## config.mk

```make
export PLATFORM = sky130hd
export DESIGN_NAME = gpio_port_ctrl
export DESIGN_NICKNAME = d
export VERILOG_FILES = /design/src/rtl/gpio_pkg.sv /design/src/rtl/gpio_sync_chain.sv /design/src/rtl/gpio_pin_drive.sv /design/src/rtl/gpio_csr_bank.sv /design/src/rtl/gpio_port_ctrl.sv
export SDC_FILE = /design/constraint.sdc
export NUM_CORES = 1
export LEC_CHECK = 0
export BUFFER_PORTS_ARGS = -buffer_cell sky130_fd_sc_hd__buf_2
export CAP_MARGIN = 15
export CORE_MARGIN = 1.5
export CORE_UTILIZATION = 53
export DETAILED_ROUTE_END_ITERATION = 7
export PLACE_DENSITY = 0.91
export SKIP_CTS_REPAIR_TIMING = 1
export SYNTH_ARGS = -nofsm -noshare
export SYNTH_HDL_FRONTEND = slang
export SYNTH_HIERARCHICAL = 1
export SYNTH_SLANG_ARGS = --single-unit
```

## constraint.sdc

```tcl
create_clock -name clk -period 2.1 [get_ports clk]
set_clock_uncertainty 0.15 [all_clocks]
set_input_delay 0.42 -clock clk [delete_from_list [all_inputs] [get_ports clk]]
set_output_delay 0.42 -clock clk [all_outputs]
set_load 0.02 [all_outputs]
```

## src/rtl/gpio_pkg.sv

```systemverilog
`timescale 1ns/1ps
package gpio_pkg;

  typedef enum logic [1:0] {
    PM_INPUT     = 2'b00,
    PM_PUSHPULL  = 2'b01,
    PM_OPENDRAIN = 2'b10,
    PM_ALT       = 2'b11
  } pin_mode_e;

  // Returns {oe, value} for one pin.
  function automatic logic [1:0] pin_drive(input pin_mode_e mode,
                                           input logic latch_bit,
                                           input logic alt_val,
                                           input logic alt_en);
    logic [1:0] r;
    unique case (mode)
      PM_INPUT:     r = 2'b00;
      PM_PUSHPULL:  r = {1'b1, latch_bit};
      PM_OPENDRAIN: r = {~latch_bit, 1'b0};
      default:      r = {alt_en, alt_val};
    endcase
    return r;
  endfunction

  function automatic logic cmd_is_set(input logic [1:0] code);
    return code == 2'b01;
  endfunction

  function automatic logic cmd_is_clr(input logic [1:0] code);
    return code == 2'b10;
  endfunction

endpackage

```

## src/rtl/gpio_sync_chain.sv

```systemverilog
`timescale 1ns/1ps
module gpio_sync_chain #(
  parameter int WIDTH  = 8,
  parameter int STAGES = 2
) (
  input  logic             clk,
  input  logic             rst_n,
  input  logic [WIDTH-1:0] d,
  output logic [WIDTH-1:0] q
);
  logic [WIDTH-1:0] stage_q [STAGES];

  always_ff @(posedge clk) begin
    if (!rst_n) begin
      for (int i = 0; i < STAGES; i++) stage_q[i] <= '0;
    end else begin
      stage_q[0] <= d;
      for (int i = 1; i < STAGES; i++) stage_q[i] <= stage_q[i-1];
    end
  end

  assign q = stage_q[STAGES-1];
endmodule

```

## src/rtl/gpio_pin_drive.sv

```systemverilog
`timescale 1ns/1ps
module gpio_pin_drive
  import gpio_pkg::*;
(
  input  logic [1:0] mode,
  input  logic       latch_bit,
  input  logic       alt_val,
  input  logic       alt_en,
  output logic       drv_val,
  output logic       drv_en
);
  logic [1:0] drv;

  always_comb drv = pin_drive(pin_mode_e'(mode), latch_bit, alt_val, alt_en);

  assign drv_en  = drv[1];
  assign drv_val = drv[0];
endmodule

```

## src/rtl/gpio_csr_bank.sv

```systemverilog
`timescale 1ns/1ps
module gpio_csr_bank
  import gpio_pkg::*;
#(
  parameter int PIN_COUNT = 8,
  parameter int ADDR_W    = 4
) (
  input  logic                   clk,
  input  logic                   rst_n,
  input  logic [ADDR_W-1:0]      addr,
  input  logic                   wr_en,
  input  logic [7:0]             wr_data,
  input  logic                   rd_en,
  output logic [7:0]             rd_data,
  input  logic [PIN_COUNT-1:0]   in_sync,
  output logic [2*PIN_COUNT-1:0] mode_q,
  output logic [PIN_COUNT-1:0]   out_q,
  output logic                   wr_mode_hit,
  output logic                   wr_out_hit,
  output logic                   wr_sc_hit,
  output logic [PIN_COUNT-1:0]   set_mask,
  output logic [PIN_COUNT-1:0]   clr_mask
);
  localparam int MODE_BYTES = (2*PIN_COUNT + 7) / 8;
  localparam int IO_BYTES   = (PIN_COUNT + 7) / 8;
  localparam int IN_BASE    = MODE_BYTES;
  localparam int OUT_BASE   = IN_BASE + IO_BYTES;
  localparam int SC_BASE    = OUT_BASE + IO_BYTES;
  localparam int SC_END     = SC_BASE + MODE_BYTES;

  logic [MODE_BYTES*8-1:0] mode_pad;
  logic [IO_BYTES*8-1:0]   out_pad;
  logic [IO_BYTES*8-1:0]   in_pad;
  int                      a_int;
  logic                    rd_mode_hit, rd_in_hit, rd_out_hit;
  logic [7:0]              rd_next;

  assign a_int    = int'(addr);
  assign mode_pad = (MODE_BYTES*8)'(mode_q);
  assign out_pad  = (IO_BYTES*8)'(out_q);
  assign in_pad   = (IO_BYTES*8)'(in_sync);

  assign wr_mode_hit = wr_en && (a_int < MODE_BYTES);
  assign wr_out_hit  = wr_en && (a_int >= OUT_BASE) && (a_int < SC_BASE);
  assign wr_sc_hit   = wr_en && (a_int >= SC_BASE) && (a_int < SC_END);
  assign rd_mode_hit = a_int < MODE_BYTES;
  assign rd_in_hit   = (a_int >= IN_BASE) && (a_int < OUT_BASE);
  assign rd_out_hit  = (a_int >= OUT_BASE) && (a_int < SC_BASE);

  // Command decode: one field per pin in the addressed byte.
  always_comb begin
    set_mask = '0;
    clr_mask = '0;
    for (int p = 0; p < PIN_COUNT; p++) begin
      if (wr_sc_hit && (p / 4 == a_int - SC_BASE)) begin
        set_mask[p] = cmd_is_set(wr_data[(p % 4)*2 +: 2]);
        clr_mask[p] = cmd_is_clr(wr_data[(p % 4)*2 +: 2]);
      end
    end
  end

  always_ff @(posedge clk) begin
    if (!rst_n) begin
      mode_q <= '0;
    end else begin
      for (int p = 0; p < PIN_COUNT; p++) begin
        if (wr_mode_hit && (p / 4 == a_int))
          mode_q[2*p +: 2] <= wr_data[(p % 4)*2 +: 2];
      end
    end
  end

  always_ff @(posedge clk) begin
    if (!rst_n) begin
      out_q <= '0;
    end else begin
      for (int p = 0; p < PIN_COUNT; p++) begin
        if (wr_out_hit && (p / 8 == a_int - OUT_BASE))
          out_q[p] <= wr_data[p % 8];
        else if (set_mask[p])
          out_q[p] <= 1'b1;
        else if (clr_mask[p])
          out_q[p] <= 1'b0;
      end
    end
  end

  always_comb begin
    rd_next = 8'h00;
    if (rd_mode_hit)
      rd_next = mode_pad[a_int*8 +: 8];
    else if (rd_in_hit)
      rd_next = in_pad[(a_int - IN_BASE)*8 +: 8];
    else if (rd_out_hit)
      rd_next = out_pad[(a_int - OUT_BASE)*8 +: 8];
  end

  always_ff @(posedge clk) begin
    if (!rst_n)     rd_data <= 8'h00;
    else if (rd_en) rd_data <= rd_next;
  end
endmodule

```

## src/rtl/gpio_port_ctrl.sv

```systemverilog
`timescale 1ns/1ps
module gpio_port_ctrl #(
  parameter int PIN_COUNT   = 8,
  parameter int SYNC_STAGES = 2,
  parameter int ADDR_W      = 4
) (
  input  logic                 clk,
  input  logic                 rst_n,
  input  logic [ADDR_W-1:0]    bus_addr,
  input  logic                 bus_wr_en,
  input  logic [7:0]           bus_wr_data,
  input  logic                 bus_rd_en,
  output logic [7:0]           bus_rd_data,
  input  logic [PIN_COUNT-1:0] pin_in,
  input  logic [PIN_COUNT-1:0] alt_val_in,
  input  logic [PIN_COUNT-1:0] alt_en_in,
  output logic [PIN_COUNT-1:0] pin_out,
  output logic [PIN_COUNT-1:0] pin_oe
);
  logic [PIN_COUNT-1:0]   in_sync;
  logic [2*PIN_COUNT-1:0] mode_q;
  logic [PIN_COUNT-1:0]   out_q;
  logic                   wr_mode_hit, wr_out_hit, wr_sc_hit;
  logic [PIN_COUNT-1:0]   set_mask, clr_mask;

  gpio_sync_chain #(.WIDTH(PIN_COUNT), .STAGES(SYNC_STAGES)) u_sync (
    .clk (clk),
    .rst_n (rst_n),
    .d (pin_in),
    .q (in_sync)
  );

  gpio_csr_bank #(.PIN_COUNT(PIN_COUNT), .ADDR_W(ADDR_W)) u_csr (
    .clk (clk),
    .rst_n (rst_n),
    .addr (bus_addr),
    .wr_en (bus_wr_en),
    .wr_data (bus_wr_data),
    .rd_en (bus_rd_en),
    .rd_data (bus_rd_data),
    .in_sync (in_sync),
    .mode_q (mode_q),
    .out_q (out_q),
    .wr_mode_hit (wr_mode_hit),
    .wr_out_hit (wr_out_hit),
    .wr_sc_hit (wr_sc_hit),
    .set_mask (set_mask),
    .clr_mask (clr_mask)
  );

  for (genvar p = 0; p < PIN_COUNT; p++) begin : g_pin
    gpio_pin_drive u_drv (
      .mode (mode_q[2*p +: 2]),
      .latch_bit (out_q[p]),
      .alt_val (alt_val_in[p]),
      .alt_en (alt_en_in[p]),
      .drv_val (pin_out[p]),
      .drv_en (pin_oe[p])
    );
  end
endmodule

```

After elaboration in Yosys (flattened, before gate mapping). Memories as Yosys holds them, arrays and structs flattened. Cells that the tools add are included.

Register bits: 32. RAM bits: 16. Output and inout bits: 24. Logic and storage cells: 147. Memories: 1.

$add $sub $neg: 3. Magnitude comparators: 7. Equal/unequal tests: 26. Shift-type cells: 3. Muxes and demuxes: 55. Bitwise gates (word level): 10. Reduce and logical (&&, ||, !) cells: 31.

Memories: u_sync.stage_q (words 2, width 8, rd ports 2, clocked after Yosys merged registers in 0, wr ports 2, line gpio_sync_chain.sv:11) `logic [WIDTH-1:0] stage_q [STAGES];`.

Operators with widths (number): 32-bit zero test (3); 8-bit by 32-bit indexed part select with 8-bit output (2); 2-bit one-hot mux with 3 select lines (8); 1-bit 2-to-1 mux (42); 8-bit 2-to-1 mux (5); 2-bit by 32-bit == test with 1-bit output, first input constant (1); 2-bit by 1-bit == test with 1-bit output, second input constant (12); 2-bit == test, second input constant (12); 3-bit nonzero test (8); 2-bit zero test (8); 16-bit by 8-bit indexed part select with 8-bit output (1); 1-bit logical AND (12); 4-bit by 2-bit subtractor with 5-bit output, second input constant (2); 4-bit by 2-bit >= comparator with 1-bit output, second input constant (2); 4-bit by 2-bit < comparator with 1-bit output, second input constant (2); 4-bit by 3-bit < comparator with 1-bit output, second input constant (2); 1-bit inverter (8); 4-bit by 3-bit subtractor with 5-bit output, second input constant (1); 2-bit by 4-bit == test with 1-bit output, first input constant (1); 4-bit by 3-bit >= comparator with 1-bit output, second input constant (1); 1-bit OR (2).

Depth between registers and ports, before layout. Gate-level depths: netlist of the first run.

Depth after elaboration: 8. Mapped depth: 6. Depth with buffers taken out: 5.

By module. The synthesis of the first run kept the hierarchy.

By module, submodules not included: gpio_csr_bank (instances 1, cells an instance 205, area an instance 1780.5 µm², seq. area each 640.6 µm²); gpio_sync_chain (instances 1, cells an instance 41, area an instance 506.7 µm², seq. area each 320.3 µm²); gpio_pin_drive (instances 8, cells an instance 5, area an instance 37.5 µm², seq. area each 0.0 µm²).

Worst setup path before layout of the first run. OpenSTA, ideal clock, no wires.

Path type: input to register. Start: in bus_addr[0]. End: reg u_csr.rd_data[0]. Setup time: 0.074 ns. Data arrival time: 1.475 ns. Slack: 0.400 ns. Stages on the path: 5. Cells stage by stage: inv_1 ha_1 nor4b_4 a221oi_1 o21ai_0.

Word-level cells in the longest chain between the ends: 5. Elaborated cells between the ends (all ways): 15. Classes of those cells: add/sub (2); order compare (5); shift (3); mux (3); reduce/logical (2).

RTL lines: start, declared (line gpio_port_ctrl.sv:9) `input logic [ADDR_W-1:0] bus_addr,`; 4-bit by 2-bit subtractor with 5-bit output, or another cell as far along (line gpio_csr_bank.sv:95) `rd_next = out_pad[(a_int - OUT_BASE)*8 +: 8];`; 8-bit by 32-bit indexed part select with 8-bit output or 1-bit logical AND (tied branches) (line gpio_csr_bank.sv:95, gpio_csr_bank.sv:48); 8-bit 2-to-1 mux (line gpio_csr_bank.sv:94) `else if (rd_out_hit)`; 8-bit 2-to-1 mux (line gpio_csr_bank.sv:92) `else if (rd_in_hit)`; 8-bit 2-to-1 mux * (line gpio_csr_bank.sv:90) `if (rd_mode_hit)`; end signal, assigned (line gpio_csr_bank.sv:100) `else if (rd_en) rd_data <= rd_next;`; end, declared (line gpio_csr_bank.sv:14) `output logic [7:0] rd_data,`.

Mark *: on every way between the ends. The rest lies on a longest branch, timed or not. A chain may end at the register's enable or synchronous reset.

Final worst setup path of the first run.
Start: in bus_addr[1]. End: reg u_csr.rd_data[4].

The elaborated chain is that of the path after synthesis.

==> results of run 1 <==
## power by group through the flow
stage	sequential (mW)	clock (mW)	combinational (mW)
after CTS	0.946	0.574	0.179
after floorplan	0.968	0	0.107
after detailed placement	0.968	0	0.178
after global placement	0.967	0	0.173
after global routing	0.949	0.609	0.198
final	0.946	0.568	0.180
## flip-flops by register name, indices dropped and copies added, names as in the netlist
register and cells:
u_csr/rd_data 8, u_csr/mode_q 16, u_sync/stage_q 16, u_csr/out_q 8
## per-stage QoR
step / util / setup WS [ns] / std cells / hold slack (ns)
floorplan: - / 0.400 / 267 / 0.262
global placement: 0.629 / 0.0850 / 366 / 0.266
detailed placement: 0.629 / -0.00958 / 366 / 0.271
CTS: 0.649 / 0.296 / 373 / 0.178
global route: 0.649 / 0.176 / 373 / 0.181
finish: 0.649 / 0.281 / 373 / 0.185
## layout make-up
| cell class | count | share of cell area |
|---|---|---|
| Tap cell | 52 | 0.0225 |
| Multi-Input combinational cell | 198 | 0.493 |
| Clock inverter | 1 | 0.00303 |
| Timing Repair Buffer | 66 | 0.117 |
| Inverter | 2 | 0.00260 |
| Clock buffer | 6 | 0.0286 |
| Sequential cell | 48 | 0.333 |
## worst max-delay path by stage
stage / to / slack, ns / cells after the start
2_1_floorplan: u_csr/rd_data[0] / 0.40 / 5
3_3_place_gp: u_csr/rd_data[0] / 0.08 / 6
5_1_grt: u_csr/rd_data[7] / 0.18 / 6
6_report: u_csr/rd_data[4] / 0.28 / 6
3_5_place_dp: u_csr/rd_data[2] / -0.01 / 6
4_1_cts: u_csr/rd_data[4] / 0.30 / 6
## per-layer routing
metal,routed length (um),track usage
met5,0,0
met4,144,0.0860
met3,313,0.0436
met2,2540,0.358
met1,2450,0.275
==> results.txt, run 1 <==
- Sw power: 0.413 mW
- Leak Pwr: between 1 and 1.5 nW
- Relative to the synthesized area, the layout overhead comes to 14.9%.
- For this run, design rule violations remaining after detail routing come to 8.
- Cell with the biggest individual delay on the critical path: nor4b_4
- In the final layout, the share of cells above drive strength 1 is 0.283.
- During synthesis, Yosys emitted a total of 6 warnings.
- Measured in cells, the most critical reg-to-reg path has a length of 3.
- The startpoint identified for the worst register-to-register timing path is u_csr/out_q[0].
- Setup violations remaining at the end of the flow were counted as 0.
- Gate family responsible for the most delay along the worst path: simple AND/OR/NAND/NOR gates
- Worst min-delay path class: input port to flip-flop
* Number of H-tree levels: 2
- The setup path with the least slack is of type input port to flip-flop.
* Wire length of the first global-routing pass: 8670 um
* Crit end category: flip-flop
- The number of nets handed over by synthesis was between 300 and 400.
* P per Cell Area: a little under 600 nW/um^2
* Chip width: between 70 and 80 um
* Clock Path Buffers: 2
* Worst-path cell chain: buf_2 -> inv_1 -> ha_1 -> nor4b_4 -> a221oi_1 -> o21ai_0
- WL per Instance: 14.6 um
- Worst reg2reg endpoint: u_csr/out_q[0]
- With fillers left out, the area of the finished cells amounts to approximately 2900 sq um.
* Total area of sequential cells: 961 sq um
- RSZ-0062 raised after global routing: no
- In this run, CTS created clock tree buffers numbering 5.
- Inserted Diodes: 0
* Gr ovfl total: 0
- STA puts the critical path data required time at approximately 2.2 ns.
- Number of global-route vias before repair: 1846
* Total cell area at the placement stage: roughly 2800 sq um
- Mean Syn Cell Area: roughly 9.4 sq um
- Hold Path Origin: pin_in[7]
* Commonest cells after routing, fill and taps aside: buf_2 (63), dfxtp_1 (48), nor2b_1 (32), mux2i_1 (32), o21ai_0 (22)
* Status: finished, violations left
- After technology mapping, the gate count stands at between 200 and 300.
* Most frequent standard cell in the layout excluding fill and tap cells: buf_2
* Net Sw Frac: 0.244
- Combinational power share: 0.106
- Number of max-slew violations in the final report: 0
- The clock net in this run drives a total of 48 sinks.
- IR analysis of the VDD net gives a maximum drop of between 0.3 and 0.4 mV.
- The layout has 387 filler cells.
- The tool flagged a number of max-cap violations equal to 0.
- Site Rows: 24
* Routed Wire Length: 5450 um
* Clock-pin transition on the worst setup and hold timing paths: around 0.080 ns
- For this run, the top clock speed supported by timing is around 0.55 GHz.
- Combined buffer and inverter count along the critical path: 2
- The design draws approximately 1.7 mW.
* DRT iter0 DRCs: between 100 and 150
* Clk Tree Root Cell: clkbuf_8
* Maximum number of pins on one net before global-route repair: 27
* Routed vias: between 2000 and 2500
- WHS Endpoint: u_sync/stage_q[0][7]
- Element type at the critical path start: input port
- The region available for standard cell placement spans around 4400 sq um.
- Initial antenna violation count: 0
- The net count of the finished layout is 365.
- Detailed placement ended at an HPWL of a little under 4000 um.
- Final critical path time including I/O delays and setup: about 1.8 ns
- Total Neg Setup Slack: 0 ns
* Post-DR vias/cell: approximately 5.6
* Routability-driven placement congestion ratio: between 0.8 and 0.9
- Data on the critical path arrives at its endpoint at between 1.5 and 2 ns.
* Power share of the sequential group: 0.558
- Die area: a little over 5000 sq um
- CP Max Fanout: 8
- Worst Max-Slew Pin Slew: 0.524 ns
- The checks that failed: DRC.
- Of the available clock period, the critical path in the final layout requires 0.866.
* Top-level port count: 64
* Antenna-violating nets left: 0
- Register-to-register setup slack: 0.91 ns
- In this design, the stage delay of the slowest critical-path cell is 0.52 ns.
* Worst setup startpoint: bus_addr[1]
* Overall fraction of global-route tracks in use: 0.216
* Effective utilization at floorplan: 0.565
- Post-synthesis instance area: roughly 2500 sq um
- For this run, the detailed router's first-pass iteration total came to 6.
* Combined area of the multi-input logic cells: between 1000 and 1500 sq um
- CTS tree: built
* Cell depth of the worst hold path: 2
- Internal Power: 1.28 mW
- The die is a little over 70 um tall.
- Number of hold violations in the final report: 0
- Share of power burned in the clock network: 0.335
- Number of input and output port buffers inserted: 63
* Tightest slew margin relative to the limit: 0.650
- For the worst-skew pair, the clock arrives at the later sink with an insertion delay of ~0.3 ns.
Note: power is estimated with default switching activity, not from simulation.
==> run 2: changes to the inputs <==
--- a/config.mk
+++ b/config.mk
@@ -10,8 +10,9 @@
 export CORE_MARGIN = 1.5
 export CORE_UTILIZATION = 53
 export DETAILED_ROUTE_END_ITERATION = 7
-export PLACE_DENSITY = 0.91
+export PLACE_DENSITY_LB_ADDON = 0.12
 export SKIP_CTS_REPAIR_TIMING = 1
+export SLEW_MARGIN = 30
 export SYNTH_ARGS = -nofsm -noshare
 export SYNTH_HDL_FRONTEND = slang
 export SYNTH_HIERARCHICAL = 1
==> results.txt, run 2 (synthesized netlist as in run 1, its figures left out) <==
- Largest registers in the final layout: u_csr/mode_q: 16 flops, u_sync/stage_q: 16 flops
- Slack of the critical path: 0.260 ns
* Crit end category: flip-flop
- Inst Count DP: between 300 and 400
- The number of cells on the worst reg-to-reg path is 2.
* Worst Max-Slew Pin Slew: approximately 0.54 ns
- The clock net in this run drives a total of 48 sinks.
- The startpoint identified for the worst hold timing path is pin_in[3].
- Measured against its own limit, the worst slew margin works out to 0.639.
* Clk Tree Root Cell: clkbuf_8
- WHS Endpoint: u_sync/stage_q[0][3]
- After clock tree synthesis, the clock-pin slew on the worst setup and hold paths is approximately 0.080 ns.
- CTS tree: built
- CP arrival: 1.92 ns
* DRC violation count after routing: 2
- Worst setup timing slack at the placement stage: 0.0152 ns
- The share of total power dissipated in sequential elements is 0.531.
- In this run the cell area measured after placement is roughly 2800 sq um.
- Antenna-violating nets left: 0
* Post-route clock period utilization: 0.876
* Fraction of met2 tracks used by global routing: 0.371
* Worst setup startpoint: bus_addr[1]
- Required time of the worst setup path: 2.18 ns
- For flop-to-flop paths, the worst setup slack is around 0.97 ns.
* Total Neg Setup Slack: 0 ns
* Total area of sequential cells: approximately 960 sq um
- First drt pass iteration count: 8
* DRT iter0 DRCs: between 150 and 200
* Number of hold violations in the final report: 0
- The clock tree synthesis step divided the H-tree into 2 levels.
- Reg-to-reg startpoint: u_csr/out_q[7]
- In the final layout, the share of cells above drive strength 1 is 0.287.
- Effective utilization at floorplan: 0.565
* Violations in the final reports: DRC
* Net Sw Frac: 0.229
- Measured along the x axis, the die boundary spans 71.9 um.
* Combined area of the multi-input logic cells: about 1400 sq um
- Summed over all nets, the switching power comes to between 0.4 and 0.5 mW.
- Routed vias: slightly above 2000
- Global-route layer with the greatest usage: met2
* Worst min-delay path class: input port to flip-flop
* Top-level port count: 64
* Max-cap violations: 0
- Number of input and output port buffers inserted: between 60 and 70
- Final critical path time including I/O delays and setup: around 1.8 ns
- Layout overhead on the synthesized area: 16.1%
- Internal Power: about 1.4 mW
- By startpoint and endpoint, the worst setup path is classified as input port to flip-flop.
- WL per Instance: 14.5 um
- Share of power burned in the clock network: 0.366
- After floorplanning, the core was sized to cover ~4400 sq um.
- The flow ran to the end, but the final reports show violations.
* Post-DR vias/cell: around 5.4
- The worst hold path was traced through 2 stages.
* Detail Placement HPWL: 4010 um
* Leak Pwr: 1.30 nW
- Die area: 5160 sq um
- Number of max-slew violations in the final report: 0
- For this run, the number of standard cells in the final layout without fillers is around 380.
- In the layout the commonest cells are buf_2 (63), dfxtp_1 (48), nor2b_1 (32), mux2i_1 (32), o21ai_0 (22).
- Clock network latency to the later pin of the worst-skew pair: 0.30 ns
- Element type at the critical path start: input port
- Maximum number of pins on one net before global-route repair: 31
- The number of antenna violations at the first check in global routing is 0.
- Number of global-route vias before repair: 1908
- Dividing total power by cell area gives a power density of roughly 610 nW/um^2.
- In the global route stage, met1 resource usage came out at 0.295.
* Post-route cell area: ~2900 sq um
- Leaving out fill and tap cells, the most frequent cell in the layout is buf_2.
- RSZ-0062 raised after global routing: no
* CP Max Fanout: 8
- The routed design has approximately 5500 um of wire.
- After filler insertion, the fill cell instance count of the layout stands at between 300 and 400.
* Number of setup violations in the final report: 0
- Layout Utilization: 0.657
- Gr ovfl total: 0
* Site Rows: 24
* Overall fraction of global-route tracks in use: 0.229
- Routability-driven placement congestion ratio: roughly 0.79
- IR drop worst, VDD: 0.399 mV
- The first global-routing pass estimated 9130 um of wire.
* Inserted Diodes: 0
* Clock Path Buffers: 2
* Final-stage net count: about 370
* Worst reg2reg endpoint: u_csr/out_q[7]
- Clock tree synthesis inserted a total of 5 buffers.
- Combinational power share: 0.102
- Measured along the y axis, the die boundary spans roughly 70 um.
* Max Fclk: between 0.5 and 0.6 GHz
* GR Util met3: 0.0577
-- run 2: changes by cell type in the layout (fill, tap and decap cells not counted), sizes merged --
cell    before  now
bufinv       0    1
buf         66   68
-- run 2: worst max-delay path by stage --
stage                             to  slack, ns  depth (start not counted)
floorplan           u_csr/rd_data[0]       0.40                          5
global placement    u_csr/rd_data[6]       0.09                          6
detailed placement  u_csr/rd_data[7]       0.02                          6
CTS                 u_csr/rd_data[3]       0.32                          6
global route        u_csr/rd_data[5]       0.18                          6
finish              u_csr/rd_data[3]       0.26                          6
-- run 2: cell type report --
cell class | count | share of cell area
Multi-Input combinational cell | 198 | 0.488
Sequential cell | 48 | 0.329
Timing Repair Buffer | 68 | 0.121
Clock buffer | 6 | 0.0249
Tap cell | 52 | 0.0223
Clock inverter | 2 | 0.0120
Inverter | 2 | 0.00257
-- run 2: worst max-delay path: stages --
cell and delay (ns):
buf_2 0.18, inv_1 0.09, ha_1 0.31, nor4b_4 0.53, a221oi_1 0.20, o21ai_0 0.19
-- run 2: through the flow --
step,power [mW],hold slack (ns)
5_1_grt,1.86,0.166
4_1_cts,1.80,0.165
3_3_place_gp,1.14,0.264
6_report,1.78,0.180
2_1_floorplan,1.07,0.262
3_5_place_dp,1.15,0.267
-- run 2: power groups by stage --
stage / sequential (mW) / combinational, mW / clock [mW]
after floorplan: 0.968 / 0.107 / 0
after global placement: 0.967 / 0.177 / 0
after detailed placement: 0.968 / 0.181 / 0
after CTS: 0.946 / 0.182 / 0.672
after global routing: 0.950 / 0.202 / 0.703
final: 0.946 / 0.182 / 0.653
-- run 2: layer usage --
| metal | up-vias | share of wire |
|---|---|---|
| met3 | 10 | 0.060 |
| met1 | 944 | 0.45 |
| li1 | 1037 | - |
| met4 | 0 | 0.019 |
| met5 | - | 0 |
| met2 | 55 | 0.47 |
